## config.mk

```make
export PLATFORM = sky130hd
export DESIGN_NAME = sdac_front
export DESIGN_NICKNAME = d
export VERILOG_FILES = /design/src/rtl/sdac_pkg.sv /design/src/rtl/sdac_sync.sv /design/src/rtl/sdac_edge.sv /design/src/rtl/sdac_regs.sv /design/src/rtl/sdac_front.sv
export SDC_FILE = /design/constraint.sdc
export NUM_CORES = 1
export LEC_CHECK = 0
export ABC_AREA = 0
export BUFFER_PORTS_ARGS = -buffer_cell sky130_fd_sc_hd__buf_4
export CAP_MARGIN = 30
export CORE_ASPECT_RATIO = 0.6
export CORE_MARGIN = 1
export CORE_UTILIZATION = 55
export CTS_BUF_LIST = sky130_fd_sc_hd__clkbuf_4
export DETAILED_ROUTE_END_ITERATION = 8
export HOLD_SLACK_MARGIN = 0.15
export PLACE_DENSITY = 0.76
export SLEW_MARGIN = 20
export SYNTH_ARGS = -nofsm -noshare
export SYNTH_HDL_FRONTEND = slang
export SYNTH_SLANG_ARGS = --single-unit
```

## constraint.sdc

```tcl
create_clock -name clk -period 2.3 [get_ports clk]
set_clock_uncertainty 0.1 [all_clocks]
set_input_delay 0.115 -clock clk [delete_from_list [all_inputs] [get_ports clk]]
set_output_delay 0.115 -clock clk [all_outputs]
set_load 0.01 [all_outputs]
```

## src/rtl/sdac_pkg.sv

```systemverilog
package sdac_pkg;

    // Value loaded by power-on reset and by clear
    typedef enum logic {
        SCALE_ZERO = 1'b0,
        SCALE_MID  = 1'b1
    } scale_e;

    // Decoded per-cycle events from the pin front end
    typedef struct packed {
        logic shift;
        logic load;
        logic data;
    } evt_t;

    // Transition into the active level while the rest of the strobes stay idle
    function automatic logic lone_rise(input logic cur, input logic prev, input logic others_busy);
        return cur & ~prev & ~others_busy;
    endfunction

endpackage

```

## src/rtl/sdac_sync.sv

```systemverilog
module sdac_sync #(
    parameter int             W       = 1,
    parameter int             STAGES  = 2,
    parameter logic [W-1:0]   RST_VAL = '0
) (
    input  logic         clk,
    input  logic         arst_n,
    input  logic [W-1:0] din,
    output logic [W-1:0] dout
);

    logic [STAGES-1:0][W-1:0] pipe_d;
    logic [STAGES-1:0][W-1:0] pipe_q;

    always_comb begin
        pipe_d[0] = din;
        for (int i = 1; i < STAGES; i++) begin
            pipe_d[i] = pipe_q[i-1];
        end
    end

    always_ff @(posedge clk or negedge arst_n) begin
        if (!arst_n) begin
            pipe_q <= {STAGES{RST_VAL}};
        end else begin
            pipe_q <= pipe_d;
        end
    end

    assign dout = pipe_q[STAGES-1];

endmodule

```

## src/rtl/sdac_edge.sv

```systemverilog
module sdac_edge
    import sdac_pkg::*;
#(
    parameter int                 NUM_STB   = 4,
    parameter logic [NUM_STB-1:0] FALL_MASK = 4'b0100
) (
    input  logic               clk,
    input  logic               rst_n,
    input  logic [NUM_STB-1:0] stb_s,
    input  logic               sdi_s,
    input  logic               lda_s,
    input  logic               ldb_s,
    output evt_t               evt,
    output logic [NUM_STB-1:0] hits
);

    typedef struct packed {
        logic [NUM_STB-1:0] stb;
        logic               ld;
    } edge_st_t;

    edge_st_t st_d, st_q;

    logic [NUM_STB-1:0] norm_cur;
    logic [NUM_STB-1:0] norm_prev;
    logic               ld_now;

    // Normalise so that every strobe idles at 0 and is accepted on 0 -> 1
    assign norm_cur  = stb_s ^ FALL_MASK;
    assign norm_prev = st_q.stb ^ FALL_MASK;
    assign ld_now    = ~lda_s & ~ldb_s;

    for (genvar g = 0; g < NUM_STB; g++) begin : g_strobe
        localparam logic [NUM_STB-1:0] SELF = NUM_STB'(1) << g;
        assign hits[g] = lone_rise(norm_cur[g], norm_prev[g], |(norm_cur & ~SELF));
    end

    always_comb begin
        st_d.stb  = stb_s;
        st_d.ld   = ld_now;
        evt.shift = |hits;
        evt.load  = ld_now & ~st_q.ld;
        evt.data  = sdi_s;
    end

    always_ff @(posedge clk or negedge rst_n) begin
        if (!rst_n) begin
            st_q.stb <= FALL_MASK;
            st_q.ld  <= 1'b0;
        end else begin
            st_q <= st_d;
        end
    end

endmodule

```

## src/rtl/sdac_regs.sv

```systemverilog
module sdac_regs
    import sdac_pkg::*;
#(
    parameter int                WORD_W   = 16,
    parameter logic [WORD_W-1:0] RST_WORD = '0
) (
    input  logic              clk,
    input  logic              arst_n,
    input  evt_t              evt,
    output logic [WORD_W-1:0] shreg,
    output logic [WORD_W-1:0] code,
    output logic              sdo
);

    typedef struct packed {
        logic [WORD_W-1:0] sh;
        logic [WORD_W-1:0] hold;
    } reg_st_t;

    reg_st_t st_d, st_q;

    always_comb begin
        st_d.sh   = evt.shift ? {st_q.sh[WORD_W-2:0], evt.data} : st_q.sh;
        // A load in the same cycle as the last strobe edge takes the shifted word
        st_d.hold = evt.load ? st_d.sh : st_q.hold;
    end

    always_ff @(posedge clk or negedge arst_n) begin
        if (!arst_n) begin
            st_q.sh   <= RST_WORD;
            st_q.hold <= RST_WORD;
        end else begin
            st_q <= st_d;
        end
    end

    assign shreg = st_q.sh;
    assign code  = st_q.hold;
    assign sdo   = st_q.sh[WORD_W-1];

endmodule

```

## src/rtl/sdac_front.sv

```systemverilog
module sdac_front
    import sdac_pkg::*;
#(
    parameter int                 WORD_W      = 16,
    parameter int                 NUM_STB     = 4,
    parameter logic [NUM_STB-1:0] FALL_MASK   = 4'b0100,
    parameter int                 SYNC_STAGES = 2,
    parameter scale_e             RESET_SCALE = SCALE_ZERO
) (
    input  logic               clk,
    input  logic               rst_n,
    input  logic [NUM_STB-1:0] strobe_i,
    input  logic               sdi_i,
    input  logic               load_a_n,
    input  logic               load_b_n,
    input  logic               clr_n,
    output logic [WORD_W-1:0]  code_o,
    output logic               sdo_o
);

    localparam logic [WORD_W-1:0] MID_WORD = WORD_W'(1) << (WORD_W - 1);
    localparam logic [WORD_W-1:0] RST_WORD = (RESET_SCALE == SCALE_MID) ? MID_WORD : '0;

    logic [NUM_STB-1:0] stb_s;
    logic [2:0]         misc_s;
    logic               clr_arst_n;
    logic               clr_ok;
    evt_t               evt;
    logic               shift_w;
    logic               load_w;
    logic [NUM_STB-1:0] hits_w;
    logic [WORD_W-1:0]  shreg_w;

    sdac_sync #(
        .W       (NUM_STB),
        .STAGES  (SYNC_STAGES),
        .RST_VAL (FALL_MASK)
    ) u_sync_stb (
        .clk    (clk),
        .arst_n (rst_n),
        .din    (strobe_i),
        .dout   (stb_s)
    );

    sdac_sync #(
        .W       (3),
        .STAGES  (SYNC_STAGES),
        .RST_VAL (3'b011)
    ) u_sync_misc (
        .clk    (clk),
        .arst_n (rst_n),
        .din    ({sdi_i, load_a_n, load_b_n}),
        .dout   (misc_s)
    );

    // Clear asserts at once and releases through the synchroniser chain
    assign clr_arst_n = rst_n & clr_n;

    sdac_sync #(
        .W       (1),
        .STAGES  (SYNC_STAGES),
        .RST_VAL (1'b0)
    ) u_sync_clr (
        .clk    (clk),
        .arst_n (clr_arst_n),
        .din    (1'b1),
        .dout   (clr_ok)
    );

    sdac_edge #(
        .NUM_STB   (NUM_STB),
        .FALL_MASK (FALL_MASK)
    ) u_edge (
        .clk   (clk),
        .rst_n (rst_n),
        .stb_s (stb_s),
        .sdi_s (misc_s[2]),
        .lda_s (misc_s[1]),
        .ldb_s (misc_s[0]),
        .evt   (evt),
        .hits  (hits_w)
    );

    sdac_regs #(
        .WORD_W   (WORD_W),
        .RST_WORD (RST_WORD)
    ) u_regs (
        .clk    (clk),
        .arst_n (clr_ok),
        .evt    (evt),
        .shreg  (shreg_w),
        .code   (code_o),
        .sdo    (sdo_o)
    );

    assign shift_w = evt.shift;
    assign load_w  = evt.load;

endmodule

```

# After elaboration in Yosys (flattened, before gate mapping)
# Index checks and enable logic that the tools add are counted.
dict set report word_totals {
  ff_bits 53
  inputBits 10
  output_inout_bits 17
  word_cells 38
}
dict set report classes {
  mux 1
  n_bitwise 22
  reduce_logical 5
}
# operator count
set op_table {}
lappend op_table {{$mux W16} 1}
lappend op_table {{$reduce_or A3 Y1} 4}
lappend op_table {{$and A1 B1 Y1} 11}
lappend op_table {{$not A1 Y1} 11}
lappend op_table {{$reduce_or A4 Y1} 1}

# Longest topological paths before layout
# Gate-level depths: netlist of run 1.
dict set report depth {
  ltp_word 6
  depth_mapped 5
  mapped_depth_nobuf 4
}

# Hierarchy
# A second synthesis of run 1 with hierarchy kept.
dict set report hier_totals {
  cells_unflattened 103
  hier_area_um2 1910.6
}
# mod instances cells_each area_per_inst_um2
set modules_own_cells {}
lappend modules_own_cells {sdac_regs 1 69 1287.5}
lappend modules_own_cells {sdac_edge 1 16 205.2}
lappend modules_own_cells {{sdac_sync at u_sync_stb} 1 8 202.7}
lappend modules_own_cells {{sdac_sync at u_sync_misc} 1 6 155.1}
lappend modules_own_cells {{sdac_sync at u_sync_clr} 1 2 50.0}
lappend modules_own_cells {sdac_front 1 2 10.0}

# Worst setup path after synthesis of run 1
# Ideal clock, no wire load.
dict set report synth_path {
  path_type {reg2reg}
  startpoint {reg u_sync_stb.pipe_q, in the netlist u_sync_stb.dout[2]}
  endpoint {reg u_regs.st_q, in the netlist u_regs.shreg[10]}
  setup_ns 0.125
  t_arrival_ns 1.469
  setup_slack_ns 0.606
  path_stages_with_launch 6
  n_path_buf 1
  cell_sequence {dfstp_2 > nor2b_1 > o21ai_4 > nand2_4 > buf_6 > mux2_4}
}
# item line
set synth_rtl {}
lappend synth_rtl {{start, declared} sdac_sync.sv:13} ;# logic [STAGES-1:0][W-1:0] pipe_q;
lappend synth_rtl {{start signal, assigned} sdac_sync.sv:24} ;# pipe_q <= {STAGES{RST_VAL}};
lappend synth_rtl {{start signal, assigned} sdac_sync.sv:26} ;# pipe_q <= pipe_d;
lappend synth_rtl {{end signal, assigned} sdac_regs.sv:33} ;# st_q <= st_d;
lappend synth_rtl {{end, declared} sdac_regs.sv:20} ;# reg_st_t st_d, st_q;

==> flow_summary_export.csv, run 1 <==
group,metric,value,unit
drt,dr_total_vias,1420,
placed_design,io_buffer_count,26,
setup_path,crit_buf_inv,0,
drt,ant_nets,0,
synthesis,synthArstFlopShare,100,%
final_layout,fillers,277,
timing,fin_tns_setup,0,ns
synthesis,syn_area_per_cell,12.4,sq um
timing,tightest_slew,0.568,ns
run,cap_violations,0,
final_layout,post-route-util,69.5,%
synthesis,yosysMostFrequentCell,"dfrtp_1",
timing,hold_slack,0.173,ns
timing,fmax,504,MHz
synthesis,syn-cell-area,2120,sq um
drt,drt_iter0_drc,97,
cts,cts.sinks,53,
setup_path,r2r_end,"u_regs.shreg[1]",
timing,final-hold-violation-count,0,
cts,htree_levels,2,
power,total_leakage_power,1.21,nW
synthesis,synth-main-ff-cell,"dfrtp_1",
timing,rsz0062_at_grt,"false",
setup_path,start_kind,"register",
setup_path,reg2reg_depth,4,
synthesis,netlist_top_cells_area,"dfrtp_1 (54%), dfstp_2 (8.7%), mux2_4 (7.1%)",
cts,cts_setup_buffers,0,
timing,setup-violations-final,0,
placed_design,routabilityCongestion,0.765,
synthesis,synth_top_cell_by_area,"dfrtp_1",
synthesis,ys_warn_count,0,
timing,post-route-period-util,86.2,%
die,die_w,82.1,microns
setup_path,path_delay_family,"flip-flops",
setup_path,required,2.46,ns
global_routing,grt_usage,23.3,%
timing,relSlewSlack,62.0,%
cts,clk_latency,0.36,ns
die,ios,27,
die,core,3680,sq um
setup_path,r2r_slack,0.32,ns
synthesis,synth.distinct_cells,24,
cts,root_buffer,"clkbuf_4",
final_layout,nets,218,
setup_path,crit_type,"register to register",
synthesis,ys_ff_latch,53,
die,die_h,50.0,microns
drt,wirelength,4170,microns
die,row_count,17,
setup_path,cp-end-kind,"register",
power,max-vdd-ir-drop,0.668,mV
global_routing,grt-ovfl-total,0,
cts,cts_tree,"built",
synthesis,netlist_top_cells_count,"dfrtp_1 (46), nand3_1 (29), nand2_1 (16)",
cts,path_clk_slew,0.14,ns
global_routing,grt_pass1_vias,1358,
setup_path,crit_chain,"nor2b_1 > o21ai_4 > nand2_4 > mux2_2",
synthesis,synth_edf_count,0,
cts,cts_buffer_depth,2,
setup_path,slowest_stage,"dfstp_2",
power,p_per_area,854,nW/um^2
setup_path,r2r-start,"u_sync_stb.dout[2]",
setup_path,critical_path.max_stage_delay,0.60,ns
synthesis,yosysSeqAreaShare,63.1,%
global_routing,grt_pass1_wl,6770,microns
global_routing,antenna_found_initial,0,
synthesis,synthCells,170,
final_layout,layout-drive-gt1-share,31.1,%
setup_path,crit_arrival,2.14,ns
final_layout,syn_to_final_growth,20.8,%
die,start_util,57.5,%
setup_path,worstPathMaxFanout,17,
final_layout,num_antenna_cells,0,
drt,drc,0,
min_path,hold_path_class,"register to asynchronous set/reset pin",
synthesis,synth_top_area_share,54.4,%
die,die-area,4110,sq um
outcome,status,"completed",
drt,first_pass_iters,4,
timing,finalCriticalPeriod,1.98,ns
drt,routedWlPerCell,16.3,microns
cts,cts_buffers,5,
drt,viasPerCell,5.55,
global_routing,grt_start_max_net_pins,33,
placed_design,hpwl,2630,microns
timing,drv_slew,0,
synthesis,synthesis.nets,180,
[layer usage]
metal	global-route usage, %	wire length (microns)
met1	33.4	1990
met2	34.0	1880
met3	6.11	263
met5	0	0
met4	8.48	39
[worst max-delay path by stage]
stage | depth (start not counted) | slack (ns) | from | to
finish | 4 | 0.32 | u_sync_stb.dout[2] | u_regs.shreg[1]
global route | 4 | 0.21 | u_sync_stb.dout[2] | u_regs.code[15]
CTS | 4 | 0.35 | u_sync_stb.dout[2] | u_regs.shreg[1]
detailed placement | 4 | 0.41 | u_sync_stb.dout[2] | u_regs.shreg[1]
global placement | 4 | 0.48 | u_sync_stb.dout[3] | u_regs.shreg[6]
floorplan | 5 | 0.61 | u_sync_stb.dout[2] | u_regs.shreg[10]
[area by class of cell]
cell class | count | area [sq um] | area share [%]
clock buffer | 5 | 37.5 | 1.47
clock inverter | 3 | 65.1 | 2.55
multi-input combinational | 109 | 739 | 28.9
sequential | 53 | 1340 | 52.2
tap | 47 | 58.8 | 2.30
timing repair buffer | 39 | 320 | 12.5
[sequential cells by signal (all words and copies together) (netlist names)]
name / flops
u_sync_misc.dout: 3
u_edge.st_q: 2
u_edge.norm_prev: 3
u_sync_clr.dout: 1
u_regs.shreg: 16
u_sync_stb.pipe_d: 4
u_sync_stb.dout: 4
u_regs.code: 16
u_sync_misc.pipe_d: 3
u_sync_clr.pipe_d: 1
[cells in the final DEF, fill, tap and decap left out]
cell type / count
dfrtp_1: 46
nand3_1: 29
buf_4: 28
nand2_1: 16
o21ai_0: 15
and2_1: 14
dlygate4sd3_1: 11
mux2_4: 10
dfstp_2: 7
clkbuf_4: 5
nor2_1: 4
mux2_2: 4
nor3b_2: 3
o21ai_4: 2
o21a_1: 2
a31oi_1: 2
bufinv_16: 2
and3b_4: 1
nor2b_1: 1
nand2_4: 1
nor3_2: 1
nand4_1: 1
or3_1: 1
o211ai_1: 1
clkinv_2: 1
conb_1: 1
[worst register-to-register path: cells and delay by family, from the launching register on]
family | cells | cell delay (ns)
flops | 1 | 0.60
simple gates | 2 | 0.58
mux | 1 | 0.38
compound gates | 1 | 0.22
[report_power, final]
group | internal [mW] | switching, mW | leakage, nW
combinational | 0.215 | 0.166 | 0.488
clock | 0.337 | 0.284 | 0.0552
sequential | 1.08 | 0.104 | 0.668
total | 1.63 | 0.554 | 1.21
[kinds of logic after synthesis]
group / after synthesis / share of synthesized area [%]
muxes: 14 / 9.22
AOI/OAI and AO/OA: 22 / 6.74
other: 1 / 0.177
buffers and inverters: 8 / 1.95
DFF: 53 / 63.1
and+or+nand+nor: 72 / 18.8
[per-stage QoR]
step                      area (sq um)  power [mW]  std cells  setup WS [ns]
after floorplan                   2120        1.38        170          0.606
after global placement            2340        1.54        237          0.481
after detailed placement          2340        1.56        237          0.411
after CTS                         2560        2.20        256          0.351
after global routing              2560        2.29        256          0.214
final                             2560        2.18        256          0.318
[timing repair]
item,4_1_cts,5_1_grt
hold endpoints to repair,28,0
gates resized for setup,0,0
hold buffers,11,0
No activity file was read; power rests on OpenSTA's default activity.
==> run 2: changes to the inputs <==
--- a/config.mk
+++ b/config.mk
@@ -9,7 +9,7 @@
 export BUFFER_PORTS_ARGS = -buffer_cell sky130_fd_sc_hd__buf_4
 export CAP_MARGIN = 30
 export CORE_ASPECT_RATIO = 0.6
-export CORE_MARGIN = 1
+export CORE_MARGIN = 4
 export CORE_UTILIZATION = 55
 export CTS_BUF_LIST = sky130_fd_sc_hd__clkbuf_4
 export DETAILED_ROUTE_END_ITERATION = 8
==> run 2 against run 1 <==
Compared with the run above:
- first-iteration DRC count up 25%
- combinational power barely moved
- global-route usage fell by 4.5 points
- final area fell by 1.8%
- power fell by 9.7%
- sequential power about the same
- worst hold slack got worse by 0.011 ns
- fmax increased by 2.7%
==> flow_summary_export.csv, run 2 (same netlist as run 1, synthesis figures left out) <==
group,metric,value,unit
setup_path,required,2.48,ns
final_layout,fin_cells,256,
timing,final-hold-violation-count,0,
setup_path,crit_type,"register to register",
timing,fin_tns_setup,0,ns
final_layout,layout_common_cells,"dfrtp_1 (46), nand3_1 (29), buf_4 (28)",
global_routing,grt_usage,18.8,%
placed_design,hpwl,2720,microns
die,row_count,17,
timing,relSlewSlack,63.7,%
drt,drc,0,
die,die-area,4940,sq um
placed_design,post-place-cells,237,
cts,clk_latency,0.36,ns
setup_path,path_delay_family,"compound AO/OA/AOI/OAI gates",
setup_path,critical_path.max_stage_delay,0.58,ns
timing,tightest_slew,0.543,ns
drt,viasPerCell,5.45,
setup_path,r2r_slack,0.37,ns
timing,rsz0062_at_grt,"false",
setup_path,crit_buf_inv,0,
drt,first_pass_iters,4,
die,start_util,57.5,%
die,ios,27,
drt,dr_total_vias,1396,
timing,drv_slew,0,
setup_path,r2r-start,"u_sync_stb.dout[2]",
timing,post-route-period-util,83.9,%
timing,fmax,518,MHz
outcome,status,"completed",
power,power_frac_clock,21.0,%
cts,cts_buffer_depth,2,
power,p_per_area,785,nW/um^2
timing,setup-violations-final,0,
setup_path,slowest_stage,"dfstp_2",
global_routing,grt_pass1_vias,1451,
die,die_h,56.0,microns
setup_path,r2r_end,"u_regs.code[0]",
setup_path,start_kind,"register",
power,max-vdd-ir-drop,0.524,mV
min_path,hold_path_class,"register to asynchronous set/reset pin",
final_layout,num_antenna_cells,0,
drt,routedWlPerCell,15.9,microns
timing,finalCriticalPeriod,1.93,ns
setup_path,crit_chain,"nor2b_1 > o21a_1 > o21ai_0 > a31oi_1",
die,core,3680,sq um
power,power_frac_comb,19.3,%
cts,cts.sinks,53,
cts,post_cts_resized,0,
drt,ant_nets,0,
setup_path,crit_arrival,2.11,ns
cts,htree_levels,2,
power,pwr-share-seq,59.6,%
final_layout,final_common_cell,"dfrtp_1",
power,total_leakage_power,1.19,nW
placed_design,io_buffer_count,26,
final_layout,layout-drive-gt1-share,31.1,%
power,p_int,1.44,mW
final_layout,fillers,262,
cts,cts_buffers,5,
power,swShare,27.2,%
final_layout,nets,218,
cts,cts_tree,"built",
drt,drt_iter0_drc,121,
run,cap_violations,0,
global_routing,antenna_found_initial,0,
cts,cts_setup_buffers,0,
cts,root_buffer,"clkbuf_4",
global_routing,grt_pass1_wl,7100,microns
placed_design,routabilityCongestion,0.835,
die,die_w,88.1,microns
global_routing,grt_start_max_net_pins,33,
final_layout,syn_to_final_growth,18.7,%
global_routing,grt-ovfl-total,0,
setup_path,cp-end-kind,"register",
setup_path,worstPathMaxFanout,16,
drt,wirelength,4060,microns
setup_path,reg2reg_depth,4,
cts,path_clk_slew,0.14,ns
power,p_sw,535,uW
-- run 2: changes by cell type in the layout (fill, tap and decap cells not counted) --
cell,change
bufinv_16,-2
clkbuf_4,+2
-- run 2: stage by stage --
| step | total power [mW] | cell area (sq um) | worst slack (ns) | hold slack [ns] | utilization, % |
|---|---|---|---|---|---|
| final | 1.97 | 2510 | 0.370 | 0.162 | 68.2 |
| after global routing | 2.08 | 2510 | 0.195 | 0.188 | 68.2 |
| after CTS | 1.98 | 2510 | 0.388 | 0.165 | 68.2 |
| after detailed placement | 1.56 | 2340 | 0.429 | -0.0994 | 63.7 |
| after global placement | 1.54 | 2340 | 0.482 | -0.109 | 63.7 |
| after floorplan | 1.38 | 2120 | 0.606 | -0.281 | - |
-- run 2: what timing repair did --
action | CTS | global route
hold endpoints to repair | 28 | 0
endpoints found under the setup margin | 0 | 0
hold buffers | 11 | 0
-- run 2: how the worst max path moves through the flow --
stage,startpoint,endpoint,slack (ns),depth (start not counted)
finish,u_sync_stb.dout[2],u_regs.code[0],0.37,4
global route,u_sync_stb.dout[2],u_regs.code[0],0.19,4
CTS,u_sync_stb.dout[2],u_regs.code[0],0.39,4
detailed placement,u_sync_stb.dout[2],u_regs.code[15],0.43,4
global placement,u_sync_stb.dout[3],u_regs.shreg[7],0.48,4
floorplan,u_sync_stb.dout[2],u_regs.shreg[10],0.61,5
-- run 2: worst register-to-register path, cell delays in order (launching register included) --
cell	delay, ns
dfstp_2	0.58
nor2b_1	0.28
o21a_1	0.46
o21ai_0	0.21
a31oi_1	0.22
-- run 2: power by group through the flow --
stage	Sequential, mW	Combinational [mW]	Clock, mW
global route	1.20	0.417	0.468
detailed placement	1.19	0.365	0
floorplan	1.20	0.185	0
CTS	1.17	0.383	0.424
finish	1.18	0.381	0.415
global placement	1.18	0.355	0
-- run 2: layout make-up --
class                   instances  area, sq um  area share, %
multi-input cells             109          739           29.4
well taps                      47         58.8           2.34
clock inverters                 1         5.00          0.199
flip-flops and latches         53         1340           53.2
clock buffers                   7         52.6           2.09
repair buffers                 39          320           12.8
-- run 2: per-layer routing --
| layer | routed length (microns) | part of all wire (%) | vias up | GRT usage, % |
|---|---|---|---|---|
| li1 | - | - | 657 | - |
| met3 | 278 | 6.8 | 8 | 5.62 |
| met4 | 56 | 1.4 | 0 | 6.47 |
| met5 | 0 | 0 | - | 0 |
| met2 | 1800 | 44 | 44 | 24.9 |
| met1 | 1930 | 47 | 687 | 29.2 |
==> run 3: changes to the inputs <==
--- a/config.mk
+++ b/config.mk
@@ -5,7 +5,7 @@
 export SDC_FILE = /design/constraint.sdc
 export NUM_CORES = 1
 export LEC_CHECK = 0
-export ABC_AREA = 0
+export ABC_AREA = 1
 export BUFFER_PORTS_ARGS = -buffer_cell sky130_fd_sc_hd__buf_4
 export CAP_MARGIN = 30
 export CORE_ASPECT_RATIO = 0.6
@@ -14,7 +14,7 @@
 export CTS_BUF_LIST = sky130_fd_sc_hd__clkbuf_4
 export DETAILED_ROUTE_END_ITERATION = 8
 export HOLD_SLACK_MARGIN = 0.15
-export PLACE_DENSITY = 0.76
+export PLACE_DENSITY = 0.77
 export SLEW_MARGIN = 20
 export SYNTH_ARGS = -nofsm -noshare
 export SYNTH_HDL_FRONTEND = slang
==> constraint.sdc (replaced) <==
create_clock -name clk -period 1.8 [get_ports clk]
set_clock_uncertainty 0.1 [all_clocks]
set_input_delay 0.09 -clock clk [delete_from_list [all_inputs] [get_ports clk]]
set_output_delay 0.09 -clock clk [all_outputs]
set_load 0.01 [all_outputs]
==> run 3 against run 2 <==
Compared with the run above:
- non-clock buffer count increased by 7
- critical path depth increased by 3
- worst hold slack improved by 0.038 ns
- highest routed layer unchanged
- cell count increased by 11%
- count of clock-buffer cells in the layout decreased by 2
- largest cell class unchanged
- core utilization increased by 5.8 points
- worst setup slack got worse by 0.24 ns
- synthesized cell count increased by 12%
==> flow_summary_export.csv, run 3 <==
group,metric,value,unit
timing,tightest_slew,0.571,ns
setup_path,slowest_stage,"dfstp_2",
final_layout,final_common_cell,"nand2_1",
setup_path,crit_buf_inv,1,
min_path,hold_path_class,"register to asynchronous set/reset pin",
synthesis,ys_ff_latch,53,
final_layout,multi_input_area,564,sq um
power,total_power,2.71,mW
drt,ant_nets,0,
final_layout,fin_cells,285,
global_routing,grt_usage,18.9,%
cts,htree_levels,2,
cts,cts.sinks,53,
power,power_frac_clock,25.0,%
final_layout,nets,249,
outcome,status,"completed",
setup_path,crit_chain,"inv_1 > o21bai_1 > nand3_4 > nand2_8 > nand2_1 > nand3_1 > nand2_1",
drt,viasPerCell,4.91,
cts,cts_buffers,5,
global_routing,grt-ovfl-total,0,
setup_path,cpMostUsedCell,"nand2_1",
cts,cts_buffer_depth,2,
synthesis,synthesis.nets,201,
timing,hold_slack,0.200,ns
timing,setup-violations-final,0,
synthesis,synth_edf_count,0,
power,swShare,27.9,%
final_layout,num_antenna_cells,0,
placed_design,dp_slack,0.135,ns
synthesis,netlist_top_cells_count,"nand2_1 (50), dfrtp_1 (46), nand3_1 (32)",
synthesis,synthCells,191,
setup_path,crit_arrival,1.84,ns
die,ios,27,
synthesis,syn_area_per_cell,10.5,sq um
run,cap_violations,0,
setup_path,required,1.97,ns
power,pwr-share-seq,53.9,%
global_routing,grt_pass1_vias,1417,
cts,cts_tree,"built",
drt,first_pass_iters,4,
synthesis,synth-main-ff-cell,"dfrtp_1",
die,start_util,59.2,%
setup_path,start_kind,"register",
final_layout,fillers,236,
timing,fin_tns_setup,0,ns
setup_path,critical_path.max_stage_delay,0.54,ns
timing,post-route-period-util,92.9,%
synthesis,synth_top_area_share,57.4,%
die,core,3380,sq um
setup_path,cp-end-kind,"register",
synthesis,yosysSeqAreaShare,66.6,%
power,p_int,1.96,mW
power,total_leakage_power,1.24,nW
synthesis,netlist_top_cells_area,"dfrtp_1 (57%), nand2_1 (9.4%), dfstp_2 (9.2%)",
setup_path,crit_type,"register to register",
placed_design,post-place-cells,260,
global_routing,grt_start_max_net_pins,33,
placed_design,dpl_cell_area,2240,sq um
global_routing,grt_pass1_wl,6560,microns
cts,root_buffer,"clkbuf_4",
drt,routedWlPerCell,13.6,microns
drt,dr_total_vias,1400,
drt,drt_iter0_drc,120,
synthesis,synth_top_cell_by_area,"dfrtp_1",
power,power_frac_comb,21.0,%
power,p_sw,758,uW
placed_design,hpwl,2490,microns
final_layout,seqCellArea,1340,sq um
synthesis,synth.distinct_cells,19,
synthesis,yosysMostFrequentCell,"nand2_1",
die,die_h,54.8,microns
die,die-area,4710,sq um
cts,path_clk_slew,0.15,ns
timing,fin_ws,0.128,ns
global_routing,antenna_found_initial,0,
power,max-vdd-ir-drop,0.701,mV
placed_design,routabilityCongestion,0.741,
final_layout,syn_to_final_growth,25.0,%
cts,clk_latency,0.37,ns
placed_design,io_buffer_count,26,
timing,relSlewSlack,61.8,%
timing,rsz0062_at_grt,"false",
timing,final-hold-violation-count,0,
setup_path,path_delay_family,"simple AND/OR/NAND/NOR gates",
final_layout,layout-drive-gt1-share,23.3,%
timing,drv_slew,0,
final_layout,post-route-util,74.0,%
final_layout,finish.instance_area,2500,sq um
setup_path,worstPathMaxFanout,16,
die,die_w,85.9,microns
synthesis,synthArstFlopShare,100,%
synthesis,syn-cell-area,2000,sq um
die,row_count,16,
synthesis,ys_warn_count,0,
timing,fmax,598,MHz
drt,wirelength,3870,microns
drt,drc,0,
final_layout,layout_common_cells,"nand2_1 (50), dfrtp_1 (46), buf_4 (33)",
timing,finalCriticalPeriod,1.67,ns
power,p_per_area,1080,nW/um^2
run 3: metal layers:
metal  track usage (%)  share of wire (%)
met1              23.8                 43
met2              31.7                 50
met3              5.71                6.0
met4              6.84                1.2
met5                 0                  0
run 3: worst register-to-register path: cells and delay by family, from the launching register on:
kind	cells	cell delay, ns
simple gates	5	0.68
flops	1	0.54
compound gates	1	0.22
buf+inv	1	0.03
run 3: power by group through the flow:
stage               Clock [mW]  Sequential (mW)  Combinational (mW)
floorplan                    0             1.52               0.284
global route             0.751             1.48               0.641
global placement             0             1.48               0.515
finish                   0.679             1.46               0.571
detailed placement           0             1.49               0.536
CTS                      0.698             1.46               0.564
run 3: layout make-up:
| cell class | instances | area share, % |
|---|---|---|
| multi-input cells | 110 | 22.5 |
| clock inverters | 3 | 1.90 |
| well taps | 45 | 2.25 |
| flip-flops and latches | 53 | 53.3 |
| clock buffers | 5 | 1.50 |
| repair buffers | 46 | 15.1 |
| inverters | 23 | 3.45 |
run 3: worst paths after layout:
kind | startpoint | endpoint | slack [ns] | cells after the start
max in group asynchronous | clr_n | u_sync_clr.dout | 0.36 | 6
hold / removal | u_sync_clr.dout | u_regs.shreg[10] | 0.20 | 1
hold reg to reg | u_sync_clr.dout | u_regs.shreg[10] | 0.20 | 1
min in group clk | load_a_n | u_sync_misc.pipe_d[4] | 0.26 | 2
setup reg to reg | u_edge.st_q[3] | u_regs.code[12] | 0.13 | 7
setup / recovery | u_edge.st_q[3] | u_regs.code[12] | 0.13 | 7
run 3: kinds of logic (layout without fill, tap and decap cells):
| kind of cell | count (synthesis) | count (layout) | synth area share [%] |
|---|---|---|---|
| and+or+nand+nor | 106 | 106 | 26.0 |
| buffers and inverters | 28 | 77 | 6.06 |
| AOI/OAI and AO/OA | 3 | 3 | 1.19 |
| DFF | 53 | 53 | 66.6 |
| other | 1 | 1 | 0.187 |
run 3: timing repair:
item | CTS | global route
resized for setup | 0 | 2
hold endpoints to repair | 28 | 0
setup endpoints to repair | 0 | 17
hold buffers | 13 | 0
setup buffers | 0 | 4
